<file path="src/rtl/i2s_tx_pkg.sv">
`timescale 1ns/1ps
package i2s_tx_pkg;
    localparam int SAMPLE_W = 32;
    localparam int CNT_W    = 11;
    localparam int SLOT_W   = 3;
    localparam int NSLOT    = 1 << SLOT_W;
    localparam int FBIT_W   = CNT_W + SLOT_W;

    typedef enum logic [2:0] {
        S_IDLE,
        S_LEAD,
        S_DATA,
        S_TAIL,
        S_MUTE
    } tx_state_e;

    // container width in bits; code 0 is treated as the narrowest width
    function automatic logic [5:0] container_bits(input logic [2:0] code);
        return (code == 3'd0) ? 6'd8 : ({1'b0, code, 2'b00} + 6'd4);
    endfunction
endpackage

</file>
<file path="src/rtl/i2s_tx_clkdiv.sv">
`timescale 1ns/1ps
module i2s_tx_clkdiv #(
    parameter int HALF_DIV = 2
) (
    input  logic clk,
    input  logic rst_n,
    input  logic neg_launch,
    output logic tick,
    output logic half_tick,
    output logic bclk
);
    localparam int PERIOD = 2 * HALF_DIV;
    localparam int PH_W   = $clog2(PERIOD);

    logic [PH_W-1:0] ph_q, ph_n;
    logic            run_q;

    assign tick      = (ph_q == PH_W'(PERIOD - 1));
    assign half_tick = (ph_q == PH_W'(HALF_DIV - 1));
    assign ph_n      = tick ? '0 : ph_q + 1'b1;

    always_ff @(posedge clk) begin
        if (!rst_n) begin
            ph_q  <= '0;
            run_q <= 1'b0;
            bclk  <= 1'b0;
        end else begin
            ph_q  <= ph_n;
            run_q <= run_q | tick;
            bclk  <= (run_q | tick) ? ((ph_n < PH_W'(HALF_DIV)) ^ neg_launch) : neg_launch;
        end
    end
endmodule

</file>
<file path="src/rtl/i2s_tx_pos.sv">
`timescale 1ns/1ps
module i2s_tx_pos
    import i2s_tx_pkg::*;
(
    input  logic              clk,
    input  logic              rst_n,
    input  logic              tick,
    input  logic [CNT_W-1:0]  slot_bits,
    input  logic [SLOT_W-1:0] slot_last,
    output logic [SLOT_W-1:0] nxt_slot,
    output logic [CNT_W-1:0]  nxt_bit,
    output logic [FBIT_W-1:0] nxt_fbit
);
    always_ff @(posedge clk) begin
        if (!rst_n) begin
            nxt_slot <= '0;
            nxt_bit  <= '0;
            nxt_fbit <= '0;
        end else if (tick) begin
            if (nxt_bit == slot_bits) begin
                nxt_bit <= '0;
                if (nxt_slot == slot_last) begin
                    nxt_slot <= '0;
                    nxt_fbit <= '0;
                end else begin
                    nxt_slot <= nxt_slot + 1'b1;
                    nxt_fbit <= nxt_fbit + 1'b1;
                end
            end else begin
                nxt_bit  <= nxt_bit + 1'b1;
                nxt_fbit <= nxt_fbit + 1'b1;
            end
        end
    end
endmodule

</file>
<file path="src/rtl/i2s_tdm_tx.sv">
`timescale 1ns/1ps
module i2s_tdm_tx
    import i2s_tx_pkg::*;
#(
    parameter int HALF_DIV = 2
) (
    input  logic                clk,
    input  logic                rst_n,
    input  logic                cfg_frame_mode,
    input  logic                cfg_lr_pol,
    input  logic [7:0]          cfg_sync_len,
    input  logic [SLOT_W-1:0]   cfg_slot_last,
    input  logic [NSLOT-1:0]    cfg_slot_en,
    input  logic                cfg_lsb_first,
    input  logic                cfg_neg_launch,
    input  logic [2:0]          cfg_container,
    input  logic [2:0]          cfg_trim,
    input  logic [CNT_W-1:0]    cfg_slot_bits,
    input  logic [CNT_W-1:0]    cfg_lead,
    input  logic [1:0]          cfg_idle_mode,
    input  logic [SAMPLE_W-1:0] s_data,
    input  logic                s_valid,
    output logic                s_ready,
    output logic                bclk,
    output logic                fsync,
    output logic                sdata,
    output logic                sdata_oe,
    output logic                underrun
);
    logic              tick, half_tick;
    logic [SLOT_W-1:0] nxt_slot, eff_last;
    logic [CNT_W-1:0]  nxt_bit;
    logic [FBIT_W-1:0] nxt_fbit;

    tx_state_e st_q, st_n;
    logic [SAMPLE_W-1:0] sh_q, src, load_v, samp_in;
    logic [5:0]  cont, eff_len;
    logic [CNT_W:0] data_end;
    logic slot_on, slot_start;

    i2s_tx_clkdiv #(.HALF_DIV(HALF_DIV)) u_div (
        .clk(clk), .rst_n(rst_n), .neg_launch(cfg_neg_launch),
        .tick(tick), .half_tick(half_tick), .bclk(bclk)
    );

    assign eff_last = cfg_frame_mode ? cfg_slot_last : SLOT_W'(1);

    i2s_tx_pos u_pos (
        .clk(clk), .rst_n(rst_n), .tick(tick),
        .slot_bits(cfg_slot_bits), .slot_last(eff_last),
        .nxt_slot(nxt_slot), .nxt_bit(nxt_bit), .nxt_fbit(nxt_fbit)
    );

    assign cont       = container_bits(cfg_container);
    assign eff_len    = cont - {3'b000, cfg_trim};
    assign data_end   = {1'b0, cfg_lead} + {{(CNT_W-5){1'b0}}, eff_len};
    assign slot_on    = cfg_slot_en[nxt_slot];
    assign slot_start = (nxt_bit == '0) && slot_on;
    assign s_ready    = tick && slot_start;

    // sample aligned so the first bit to send sits at the shift end
    assign samp_in = s_valid ? s_data : '0;
    assign load_v  = cfg_lsb_first ? (samp_in >> cfg_trim) : (samp_in << (6'd32 - cont));
    assign src     = slot_start ? load_v : sh_q;

    function automatic tx_state_e pick_state(input logic on, input logic [CNT_W-1:0] b,
                                             input logic [CNT_W-1:0] lead, input logic [CNT_W:0] dend);
        if (!on)                   return S_MUTE;
        else if (b < lead)         return S_LEAD;
        else if ({1'b0, b} < dend) return S_DATA;
        else                       return S_TAIL;
    endfunction

    // next state: every transition happens on a bit-period boundary
    always_comb begin
        st_n = st_q;
        unique case (st_q)
            S_IDLE, S_LEAD, S_DATA, S_TAIL, S_MUTE:
                if (tick) st_n = pick_state(slot_on, nxt_bit, cfg_lead, data_end);
            default: st_n = S_IDLE;
        endcase
    end

    // state register
    always_ff @(posedge clk) begin
        if (!rst_n) st_q <= S_IDLE;
        else        st_q <= st_n;
    end

    // outputs
    always_ff @(posedge clk) begin
        if (!rst_n) begin
            sh_q     <= '0;
            sdata    <= 1'b0;
            sdata_oe <= 1'b0;
            fsync    <= 1'b0;
            underrun <= 1'b0;
        end else begin
            underrun <= s_ready && !s_valid;
            if (tick) begin
                fsync <= cfg_frame_mode ? (nxt_fbit <= {{(FBIT_W-8){1'b0}}, cfg_sync_len})
                                        : (nxt_slot[0] ^ cfg_lr_pol);
                unique case (st_n)
                    S_DATA: begin
                        sdata    <= cfg_lsb_first ? src[0] : src[SAMPLE_W-1];
                        sh_q     <= cfg_lsb_first ? (src >> 1) : (src << 1);
                        sdata_oe <= 1'b1;
                    end
                    S_LEAD, S_TAIL: begin
                        sdata    <= 1'b0;
                        sh_q     <= src;
                        sdata_oe <= 1'b1;
                    end
                    S_MUTE: begin
                        sdata    <= 1'b0;
                        sdata_oe <= (cfg_idle_mode == 2'd0) ||
                                    ((cfg_idle_mode == 2'd2) && (st_q != S_MUTE) && (st_q != S_IDLE));
                    end
                    default: ;
                endcase
            end else if (half_tick && (st_q == S_MUTE) && (cfg_idle_mode == 2'd2)) begin
                sdata_oe <= 1'b0;
            end
        end
    end
endmodule

</file>
<file path="config.mk">
export PLATFORM = sky130hd
export DESIGN_NAME = i2s_tdm_tx
export DESIGN_NICKNAME = d
export VERILOG_FILES = /design/src/rtl/i2s_tx_pkg.sv /design/src/rtl/i2s_tx_clkdiv.sv /design/src/rtl/i2s_tx_pos.sv /design/src/rtl/i2s_tdm_tx.sv
export SDC_FILE = /design/constraint.sdc
export NUM_CORES = 1
export LEC_CHECK = 0
export BUFFER_PORTS_ARGS = -buffer_cell sky130_fd_sc_hd__buf_2
export CORE_MARGIN = 5
export CORE_UTILIZATION = 35
export DETAILED_ROUTE_END_ITERATION = 6
export PLACE_DENSITY_LB_ADDON = 0.05
export SETUP_SLACK_MARGIN = 0.1
export SYNTH_ARGS = -nofsm -noshare
export SYNTH_HDL_FRONTEND = slang
export SYNTH_SLANG_ARGS = --single-unit
</file>
<file path="constraint.sdc">
create_clock -name clk -period 7.4 [get_ports clk]
set_clock_uncertainty 0.05 [all_clocks]
set_input_delay 0.37 -clock clk [delete_from_list [all_inputs] [get_ports clk]]
set_output_delay 0.37 -clock clk [all_outputs]
set_load 0.02 [all_outputs]
</file>
Word-level counts from Yosys, hierarchy flattened. Index checks and enable logic that the tools add are counted.

Logic and storage cells: 96. Register bits after elaboration: 71. Output and inout port bits: 6.

Eq/ne operators: 15. Bitwise operators: 3. $add $sub $neg: 8. Shift operators: 2. Mux-type cells: 26. Order comparisons: 5. Reductions and logical operators: 25.

Operators with widths (number): 2-to-1 mux 32 bit (4); case mux 32 bit (2 select lines) (1); << shifter 32 x 6 -> 32 bit (1); >> shifter 32 x 3 -> 32 bit (1); 2-to-1 mux 14 bit (2); 2-to-1 mux 3 bit (5); adder 14 x 1 -> 14 bit, second input constant (1); less-or-equal comparator 14 x 8 -> 1 bit (1); adder 11 x 6 -> 12 bit (1); == test 3 x 2 -> 1 bit, second input constant (4); less-than comparator 11 x 12 -> 1 bit (1); adder 11 x 1 -> 11 bit, second input constant (1); == test 11 bit (1); logical NOT 11 bit (1); less-than comparator 11 bit (1); 2-to-1 mux 11 bit (1); AND reduction 2 bit (4); logical AND 1 bit (7); 2-to-1 mux 1 bit (7); adder 5 x 3 -> 6 bit, second input constant (1); == test 3 x 1 -> 1 bit, second input constant (2); == test 3 bit, second input constant (2); logical NOT 3 bit (2); 2-to-1 mux 6 bit (1); other kinds (24) (31).

Longest topological paths before layout.
Word-level depth: 14. Depth in mapped cells: 27. Gate-level depth less buffers: 22.

Hierarchy. A second synthesis with hierarchy kept.

Cell total of the unflattened synthesis: 987. Area, all modules: 7992.7 µm².

Modules (own cells, without submodules): i2s_tdm_tx (area each 6257.3 µm², seq. area each 780.7 µm², cells each 808, times used 1); i2s_tx_pos (area each 1576.5 µm², seq. area each 560.5 µm², cells each 165, times used 1); i2s_tx_clkdiv (area each 158.9 µm², seq. area each 80.1 µm², cells each 14, times used 1).

Least setup slack after synthesis. No wires, ideal clock.

Path kind: input-to-reg. Start: input port cfg_container[0]. End: register sh_q[7]. Path buffers: 5. Data required time: 7233 ps. Arrival: 5180 ps. Slack: 2052 ps. Stages: 27. Cell sequence: buf_2 -> clkinv_1 -> ha_1 -> nor2b_1 -> buf_6 -> nor2_8 -> inv_1 -> buf_2 -> maj3_1 -> xnor2_1 -> ha_1 -> o21ai_0 -> nand2b_1 -> a21o_1 -> a21oi_1 -> nor3_1 -> xnor2_1 -> ha_1 -> a21o_1 -> a211o_1 -> a41oi_1 -> o21a_1 -> o21a_1 -> buf_4 -> buf_4 -> o211ai_1 -> a32o_1.

Longest elaborated chain between the ends: 14. Elaborated cells on any way between the ends: 23. Classes of those cells: add/sub (4); order compare (1); eq/ne (3); shift (1); mux (10); reduce/logical (4).

Ends and longest elaborated chain: start: declaration (RTL line i2s_tdm_tx.sv:16) `input logic [2:0] cfg_container,`; adder 5 x 3 -> 6 bit / logical NOT 3 bit (equally long branches) (RTL line i2s_tx_pkg.sv:19) `return (code == 3'd0) ? 6'd8 : ({1'b0, code, 2'b00} + 6'd4);`; 2-to-1 mux 6 bit (*) (RTL line i2s_tx_pkg.sv:19); subtractor 6 x 3 -> 6 bit (RTL line i2s_tdm_tx.sv:55) `assign eff_len = cont - {3'b000, cfg_trim};`; adder 11 x 6 -> 12 bit (RTL line i2s_tdm_tx.sv:56) `assign data_end = {1'b0, cfg_lead} + {{(CNT_W-5){1'b0}}, eff_len};`; less-than comparator 11 x 12 -> 1 bit (RTL line i2s_tdm_tx.sv:70) `else if ({1'b0, b} < dend) return S_DATA;`; 2-to-1 mux 1 bit (RTL line i2s_tdm_tx.sv:70); 2-to-1 mux 2 bit (RTL line i2s_tdm_tx.sv:69) `else if (b < lead) return S_LEAD;`; 2-to-1 mux 3 bit (RTL line i2s_tdm_tx.sv:68) `if (!on) return S_MUTE;`; 2-to-1 mux 3 bit (RTL line i2s_tdm_tx.sv:79) `if (tick) st_n = pick_state(slot_on, nxt_bit, cfg_lead, data_end);`; 2-to-1 mux 3 bit (RTL line i2s_tdm_tx.sv:77) `unique case (st_q)`; == test 3 x 1 -> 1 bit / == test 3 x 2 -> 1 bit (equally long branches) (RTL line i2s_tdm_tx.sv:103) `unique case (st_n)`; OR reduction 2 bit; nonzero test 2 bit (no line); AND reduction 2 bit (no line); end signal: assignment (RTL line i2s_tdm_tx.sv:106) `sh_q <= cfg_lsb_first ? (src >> 1) : (src << 1);`; end signal: assignment (RTL line i2s_tdm_tx.sv:111) `sh_q <= src;`; end: declaration (RTL line i2s_tdm_tx.sv:36) `logic [SAMPLE_W-1:0] sh_q, src, load_v, samp_in;`.

Mark *: on every way between the ends. The rest lies on a longest branch, timed or not. A chain may end at the register's enable or synchronous reset.

Worst setup path after layout.
Start: input port cfg_container[0]. End: register sh_q[16].

The elaborated chain is that of the path after synthesis.

==> key figures <==
Floorplan
  • Die H: 158 µm
  • Row count: 54
  • IO Count: 94
  • Initial Utilization: 0.354
  • Die area: 25,000 µm²
  • Die X: 158 µm
  • Core box area: 21,700 µm²

Yosys
  • Post-Syn Nets: 1,082
  • Largest area contributor in the netlist: dfxtp_1
  • Yosys top cell area share: 0.185
  • Sequential area share after synthesis: 0.185
  • YS warnings: 0
  • Synthesized cell area: 7680 µm²
  • Syn_area_per_cell: 8.10 µm²
  • FF+latch count, synth: 71
  • Main flop type after synthesis: dfxtp_1
  • Post-synth EDFFs: 0
  • Gate Count Post-Synth: 948
  • Synth area leaders: dfxtp_1, mux4_2, ha_1
  • Async S/R FF share, synth: 0
  • Top cells by count, synth: nor2_1, nand2_1, dfxtp_1, a21oi_1, o21ai_0
  • Most numerous cell in the Yosys netlist: nor2_1
  • Number of library cell types mapped by synthesis: 89

Worst setup path
  • WP buf/inv: 5
  • Cell class contributing the biggest share of worst-path delay: compound AO/OA/AOI/OAI gates
  • Worst path slowest cell: o21a_1
  • Required time of the critical path: 7.57 ns
  • Worst r2r src: u_pos.nxt_bit[2]
  • Crit path launch: cfg_container[0]
  • Most used cell, CP: ha_1
  • Reg2reg end: sh_q[16]
  • Crit path DAT: 6.32 ns
  • Critical path type: in2reg
  • Reg2Reg Depth: 10
  • CP Launch Type: input pin
  • Setup crit end kind: flop
  • CP max FO: 34
  • Critical Path Stages: 25
  • CP max stage delay: 0.67 ns
  • CP endpoint: sh_q[16]
  • Reg-to-reg setup timing slack: 4.06 ns

Finish
  • P&R area growth vs syn: 11.4%
  • Final Core Density: 0.395
  • Filler cells: 2,286
  • Nets: 1,132
  • Final Instance Area: 8560 µm²
  • Ant diodes: 0
  • Share of layout cells above drive strength 1: 0.177

Clock network
  • Buffer count from post-CTS setup fixing: 0
  • Clock buffer depth: 2
  • H-tree levels: 3
  • Post-CTS Resized: 0
  • Inserted Clock Buffers: 9
  • Clk_lat worst skew: 0.34 ns
  • Clock sinks: 71
  • CTS root buffer: clkbuf_16
  • CTS tree: built
  • Reg clk slew, reported paths: 0.06 ns
  • CTS hold repair buffers: 0

Timing
  • Final Cycle Share: 0.831
  • Unrepaired setup endpoints after global routing: no
  • Fmax: 0.163 GHz
  • Worst slew pin tran: 1.03 ns
  • Slew Viols, Final: 0
  • Final setup fails: 0
  • TNS Setup: 0 ns
  • Slew margin rel.: 0.309
  • Min Clock Period, post-route: 6.15 ns
  • Final hold vios: 0

Power
  • Flop pwr share: 0.298
  • Switch share: 0.349
  • Clk network pwr share: 0.353
  • Overall Power: 1330 µW
  • Int Power: 866 µW
  • P_sw: 464 µW
  • Pwr dens: 155 nW/µm²
  • Gate power share: 0.349
  • VDD IR max: 0.112 mV
  • P_leak: 0.00347 µW

Placement
  • Post-DP HPWL: 20,100 µm
  • IO buf count: 93
  • Cell Area, Placed: 8250 µm²
  • Placer Congestion: 0.954

GRT
  • Antenna violations before repair: 0
  • Grt ovf: 0
  • Vias in the first global route: 7,399
  • Largest net degree at the start of global routing: 49
  • GR Util All Layers: 0.213
  • Global-route wire length before repair: 42,200 µm

Route
  • DRC viols: 0
  • DRT iter0 DRCs: 566
  • Vias per Instance: 5.91
  • Final wirelength: 26,700 µm
  • Antenna Nets Post-Route: 0
  • Detailed-route wire length per cell: 20.8 µm
  • Pre-antenna DRT Iters: 5
  • Routed vias: 7,581

Hold path
  • Hold Path Class: in2reg
  • Worst Hold Path Cells: 3

Status
  • Status: finished, final reports clean

Job
  • Max-cap violation count: 0
==> metal layers <==
| layer | GRT usage | wire length [µm] |
|---|---|---|
| met3 | 0.0295 | 1570 |
| met1 | 0.292 | 11900 |
| met5 | 0 | 0 |
| met4 | 0.0719 | 784 |
| met2 | 0.346 | 12400 |
==> worst min path at each step <==
stage,startpoint,to,slack (ns)
finish,cfg_neg_launch,u_div.bclk,0.29
CTS,cfg_neg_launch,u_div.bclk,0.28
floorplan,u_div.ph_q[0],u_div.ph_q[0],0.38
global placement,u_div.run_q,u_div.run_q,0.39
global route,cfg_neg_launch,u_div.bclk,0.30
detailed placement,sh_q[14],sh_q[14],0.40
==> placed cells by master (no fill, tap or decap), drive strengths merged, types with 4 or more instances in the layout <==
cell type and instances:
a211o 7, a211oi 16, a21o 7, a21oi 57
a22o 4, a31oi 11, a41oi 4, and2 8
and3 15, buf 101, clkbuf 11, dfxtp 71
ha 45, inv 33, mux2 9, mux2i 42
mux4 36, nand2 82, nand2b 16, nand3 39
nand4 15, nor2 95, nor2b 13, nor3 13
nor4 9, o211ai 21, o21a 11, o21ai 74
o22a 4, o22ai 12, xnor2 19, xor2 33
==> power by group through the flow <==
stage          combinational (µW)  sequential, µW  clock [µW]
4_1_cts                       461             396         483
3_3_place_gp                  462             405           0
6_report                      464             396         470
3_5_place_dp                  459             405           0
2_1_floorplan                 321             405           0
5_1_grt                       508             398         498
==> sequential cells by signal (all words and copies together) (netlist names) <==
| register | count |
|---|---|
| u_div.run_q | 1 |
| underrun | 1 |
| st_q | 3 |
| fsync | 1 |
| sh_q | 32 |
| u_pos.nxt_bit | 11 |
| u_div.bclk | 1 |
| u_div.ph_q | 2 |
| u_pos.nxt_slot | 3 |
| sdata | 1 |
| u_pos.nxt_fbit | 14 |
| sdata_oe | 1 |
==> cells by family (layout without fill, tap and decap cells) <==
family / after synthesis / after routing / share of synthesized area
adders and majority gates: 47 / 47 / 0.0772
AOI/OAI and AO/OA: 275 / 275 / 0.241
DFF: 71 / 71 / 0.185
buffers and inverters: 96 / 151 / 0.0573
xor gates and xnor gates: 52 / 52 / 0.0593
and+or+nand+nor: 320 / 320 / 0.207
muxes: 87 / 87 / 0.173
==> through the flow <==
| step | hold WS (ns) | setup slack (ns) | instances |
|---|---|---|---|
| after floorplan | 0.376 | 2.05 | 948 |
| after global placement | 0.390 | 1.00 | 1267 |
| after detailed placement | 0.397 | 0.872 | 1267 |
| after CTS | 0.283 | 1.22 | 1283 |
| after global routing | 0.301 | 0.682 | 1283 |
| final | 0.286 | 1.25 | 1283 |
==> cell type report <==
cell class	count	area, µm²	share of cell area
tap	280	350	0.0409
timing repair buffer	101	526	0.0614
inverter	34	128	0.0149
clock buffer	11	233	0.0272
clock inverter	5	82.6	0.00965
sequential	71	1420	0.166
multi-input combinational	781	5820	0.680
==> worst reg2reg max path, cell delays in order, from the launching register on <==
cell and delay [ns]:
dfxtp_1 0.41, ha_1 0.35, nand2_1 0.05, o21ai_0 0.31
a21oi_1 0.13, o21ai_0 0.40, o21a_1 0.35, o21a_1 0.68
buf_4 0.29, o31a_1 0.14, o21ai_0 0.06
(Power assumes the default switching activity.)
